## src/rtl/fiber_slot_sched.sv

```systemverilog
module fiber_slot_sched #(
  parameter int W         = 20,
  parameter int NSRC      = 5,
  parameter int HDR_WORDS = 4,
  parameter logic [19:0] SOH_CW = 20'h5A001,
  parameter logic [19:0] SOD_CW = 20'h5A002,
  parameter logic [19:0] EOD_CW = 20'h5A003
) (
  input  logic                  clk,
  input  logic                  rst_n,
  input  logic                  start_i,
  input  logic                  dval_i,
  input  logic [NSRC*2*W-1:0]   src_words_i,
  output logic [W-1:0]          ser_data_o,
  output logic                  dat_o,
  output logic                  cav_o,
  output logic                  sync_o,
  output logic [NSRC-1:0]       src_adv_o,
  output logic                  busy_o
);

  localparam int STEPS = 2*NSRC - 1;
  localparam int SW    = $clog2(STEPS);
  localparam int HW    = (HDR_WORDS > 1) ? $clog2(HDR_WORDS) : 1;

  typedef enum logic [2:0] {S_IDLE, S_SOH, S_HDR, S_SOD, S_DATA, S_EOD} st_t;

  st_t            st;
  logic [SW-1:0]  step;
  logic [HW-1:0]  hcnt;
  logic           go, hdr_act;
  int unsigned    sidx;

  assign hdr_act = (st == S_HDR);
  assign go      = (st == S_DATA) && ((step != '0) || dval_i);
  assign dat_o   = go || hdr_act;
  assign cav_o   = (st == S_SOH) || (st == S_SOD) || (st == S_EOD);
  assign sync_o  = go && (step == '0);
  assign busy_o  = (st != S_IDLE);
  assign sidx    = hdr_act ? 0 : 32'(step >> 1);

  always_comb begin
    ser_data_o = '0;
    case (st)
      S_SOH:   ser_data_o = SOH_CW[W-1:0];
      S_SOD:   ser_data_o = SOD_CW[W-1:0];
      S_EOD:   ser_data_o = EOD_CW[W-1:0];
      default: if (dat_o) ser_data_o = src_words_i[sidx*2*W + 32'(step[0])*W +: W];
    endcase
  end

  for (genvar i = 0; i < NSRC; i++) begin : g_adv
    if (i < NSRC-1) begin : g_pair
      if (i == 0) begin : g_master
        assign src_adv_o[i] = (go && step == SW'(2*i+1)) || (hdr_act && step[0]);
      end else begin : g_other
        assign src_adv_o[i] = go && step == SW'(2*i+1);
      end
    end else begin : g_single
      assign src_adv_o[i] = go && step == SW'(STEPS-1);
    end
  end

  always_ff @(posedge clk) begin
    if (!rst_n) begin
      st   <= S_IDLE;
      step <= '0;
      hcnt <= '0;
    end else begin
      case (st)
        S_IDLE: if (start_i) st <= S_SOH;
        S_SOH: begin
          st   <= S_HDR;
          step <= '0;
          hcnt <= '0;
        end
        S_HDR: begin
          if (step[0]) begin
            step <= '0;
            if (hcnt == HW'(HDR_WORDS-1)) st <= S_SOD;
            else hcnt <= hcnt + 1'b1;
          end else begin
            step <= SW'(1);
          end
        end
        S_SOD: begin
          st   <= S_DATA;
          step <= '0;
        end
        S_DATA: begin
          if (go) step <= (step == SW'(STEPS-1)) ? '0 : step + 1'b1;
          else    st   <= S_EOD;
        end
        S_EOD:   st <= S_IDLE;
        default: st <= S_IDLE;
      endcase
    end
  end

endmodule


```

## config.mk

```make
export PLATFORM = sky130hd
export DESIGN_NAME = fiber_slot_sched
export DESIGN_NICKNAME = d
export VERILOG_FILES = /design/src/rtl/fiber_slot_sched.sv
export SDC_FILE = /design/constraint.sdc
export NUM_CORES = 1
export LEC_CHECK = 0
export BUFFER_PORTS_ARGS = -buffer_cell sky130_fd_sc_hd__clkbuf_2
export CORE_MARGIN = 3
export CORE_UTILIZATION = 55
export CTS_BUF_LIST = sky130_fd_sc_hd__clkbuf_8 sky130_fd_sc_hd__clkbuf_16
export CTS_CLUSTER_DIAMETER = 40
export CTS_CLUSTER_SIZE = 40
export DETAILED_ROUTE_END_ITERATION = 12
export PLACE_DENSITY = 0.9
export RECOVER_POWER = 100
export SYNTH_ARGS = -nofsm -noshare
export SYNTH_HDL_FRONTEND = slang
export SYNTH_SLANG_ARGS = --single-unit
```

## constraint.sdc

```tcl
create_clock -name clk -period 6.5 [get_ports clk]
set_clock_uncertainty 0.2 [all_clocks]
set_input_delay 0.975 -clock clk [delete_from_list [all_inputs] [get_ports clk]]
set_output_delay 0.975 -clock clk [all_outputs]
set_load 0.02 [all_outputs]
```

==> results.ini <==
[timing]
slew_viol_final = 127
worst_pin_slew_ps = 2000
rsz0062_at_grt = false
slew_headroom_pct = -33.4
tns_ps = 0
fin_crit_sh_pct = 95.0
min_period_ps = 6180
setup-violations-final = 0
hold_violations = 0
fmax_ghz = 0.162

[die]
start_util_pct = 57.4
die_w_um = 125
dieArea_mm2 = 0.0156
coreArea_mm2 = 0.0135
num_rows = 42
io-pin-count = 233
die_h_um = 125

[setup_path]
start_kind = flip-flop
worstSetupPathType = flip-flop to primary output
cp.required_ps = 5320
cp.arrival_ps = 5000
startpoint = st[1]
cp-end-kind = primary output
timing.rr.start = step[1]
crit_fanout = 17

[cts]
htreeDepth = 1
insertion_delay_ps = 240
path_clk_slew_ps = 40
cts_tree = built
cts_setup_buffers = 0
cts.repair.resized = 0
cts_made_buffers = 3
root_buffer = clkbuf_16
cts_num_sinks = 9
cts_hold_buf = 0
clock_path_buffers = 2

[global_routing]
grt-ovfl-total = 0
grt_pass1_wl_mm = 49.3
grtUsageTotal_pct = 38.4
grt_max_degree = 127
grt_pass1_vias = 8989
antenna_found_initial = 0

[placed_design]
place.gp.congestion = 1.06
place_hpwl_mm = 24.3
portBuffers = 232
place_inst = 1286

[logic_synthesis]
async_flop_share_pct = 0
yosys.area.top_type_share_pct = 25.0
syn_area_mm2 = 0.00775
synth_cells = 943
synth_cell_types = 75
synth_edf_count = 0
ys_warn_count = 0
synth_area_leaders = mux4_2, mux2i_1, mux2_2
synth_area_per_cell_um2 = 8.22
yosys_most_used_dff = dfxtp_1
synth_top_area_cell = mux4_2
synth_fp_nets = 1156
ys_ff_latch = 9
synth-seq-area-share_pct = 2.32

[finish]
fillers = 1146
syn2layout_area_growth_pct = 15.3
fin_cells = 1290
final_nets = 1328
antennaDiodeCount = 0
drive_gt1_share_pct = 34.1

[route]
detail-route-antenna-nets = 0
wl_per_cell_um = 24.8
avgViaCountPerCell = 7.48
totalWireLength_mm = 32.1
vias = 9649
drcViolationCount = 0
drt-initial-drc-count = 1653
firstDrtPassIters = 9

[worst_hold_path]
hold_class = flip-flop to flip-flop
hold_start = hcnt[1]

[run_status]
outcome = complete, but fails checks
violations = max-capacitance violations, max-slew violations

[power]
p_leak_nw = 3.34
power_density_mw_per_mm2 = 93.8
irDropWorstVdd_uv = 153

[flow_run]
max-cap-violations = 1

## metal layers
metal	wire (µm)	vias up	share of wire (%)	track usage, %
li1	-	4142	-	-
met1	11900	4476	37	52.2
met2	14300	885	45	59.6
met3	4460	146	14	8.75
met4	1470	0	4.6	14.6
met5	0	-	0	0
## sequential cells by signal, indices dropped and copies added (netlist names)
signal / flops
hcnt: 2
st: 3
step: 4
## final cells by class
class	instances	area, µm²	share of cell area, %
inverters	12	50.0	0.560
well taps	176	220	2.46
clock buffers	3	75.1	0.840
clock inverters	1	5.00	0.0560
multi-input cells	821	7020	78.5
flip-flops and latches	9	184	2.06
repair buffers	268	1390	15.6
## cell usage after synthesis, types with 4 or more instances
| master | n |
|---|---|
| nand3_1 | 43 |
| nand2_1 | 98 |
| buf_6 | 6 |
| a31oi_1 | 26 |
| dfxtp_1 | 9 |
| nor3b_1 | 5 |
| buf_1 | 5 |
| a21oi_1 | 53 |
| nand2b_1 | 6 |
| mux2i_1 | 122 |
| a211o_1 | 4 |
| o21ai_0 | 50 |
| inv_1 | 10 |
| xnor2_1 | 5 |
| o2111ai_1 | 7 |
| a32o_1 | 6 |
| nand4_1 | 14 |
| nor2b_1 | 7 |
| a211oi_1 | 14 |
| o32ai_1 | 4 |
| and2_1 | 8 |
| a22oi_1 | 12 |
| a21o_1 | 4 |
| o221ai_1 | 5 |
| nor3_1 | 23 |
| a32oi_1 | 4 |
| buf_4 | 16 |
| mux2_2 | 35 |
| o211ai_1 | 24 |
| a21boi_0 | 6 |
| ha_1 | 9 |
| o31ai_1 | 6 |
| clkbuf_1 | 44 |
| a2111oi_0 | 8 |
| mux4_2 | 86 |
| a221oi_1 | 8 |
| buf_2 | 30 |
| and3_1 | 9 |
| o22ai_1 | 10 |
| nor2_1 | 49 |
## placed cells by master, fill, tap and decap left out, drive strengths merged, types with 7 or more instances in the layout
| cell type | n |
|---|---|
| mux2 | 36 |
| dfxtp | 9 |
| buf | 32 |
| o22ai | 10 |
| ha | 9 |
| nand2 | 99 |
| mux2i | 122 |
| nor3 | 24 |
| nand3 | 43 |
| nor2b | 7 |
| o211ai | 24 |
| o2111ai | 7 |
| a21oi | 53 |
| a211oi | 14 |
| and2 | 9 |
| nand4 | 14 |
| a22oi | 12 |
| inv | 11 |
| mux4 | 86 |
| a2111oi | 8 |
| a221oi | 8 |
| and3 | 9 |
| clkbuf | 239 |
| nor2 | 49 |
| o21ai | 51 |
| a31oi | 26 |
## metrics by stage
step                      power [mW]  worst slack, ps  hold WS, ps  area [µm²]  util, %
after global placement         0.700              980          271        8920     66.0
final                          0.838              322          346        8940     66.2
after global routing           0.879              164          361        8940     66.2
after detailed placement       0.703              855          300        8920     66.0
after floorplan                0.495             1180          258        7750        -
after CTS                      0.816              580          348        9000     66.6
## power by group
part,internal (mW),total [mW],switching (mW)
Sequential,0.0578,0.0680,0.0102
Combinational,0.296,0.661,0.365
Clock,0.0812,0.110,0.0284
Total,0.435,0.838,0.404
## path summary, 6_finish.rpt
kind | end | slack (ps) | cells after the start
min | hcnt[1] | 350 | 2
min reg2reg | hcnt[1] | 350 | 2
max | ser_data_o[0] | 320 | 12
max reg2reg | step[2] | 2790 | 10
## critical path, stage by stage, from the launching register on
cell,delay [ps]
dfxtp_1,570
or3b_1,680
and2_0,310
ha_1,390
ha_1,360
buf_4,260
and2_0,620
o21ai_0,380
buf_4,270
a211oi_1,180
o31ai_1,130
a41oi_1,370
clkbuf_2,230
## kinds of logic after synthesis
| logic type | Yosys count | share of synthesized area (%) |
|---|---|---|
| mux | 244 | 46.0 |
| compound gates | 277 | 24.2 |
| simple gates | 284 | 17.9 |
| buf+inv | 113 | 7.38 |
| flops | 9 | 2.32 |
| fa+ha+maj | 9 | 1.45 |
| xor+xnor | 7 | 0.791 |
No activity file was read; power rests on OpenSTA's default activity.
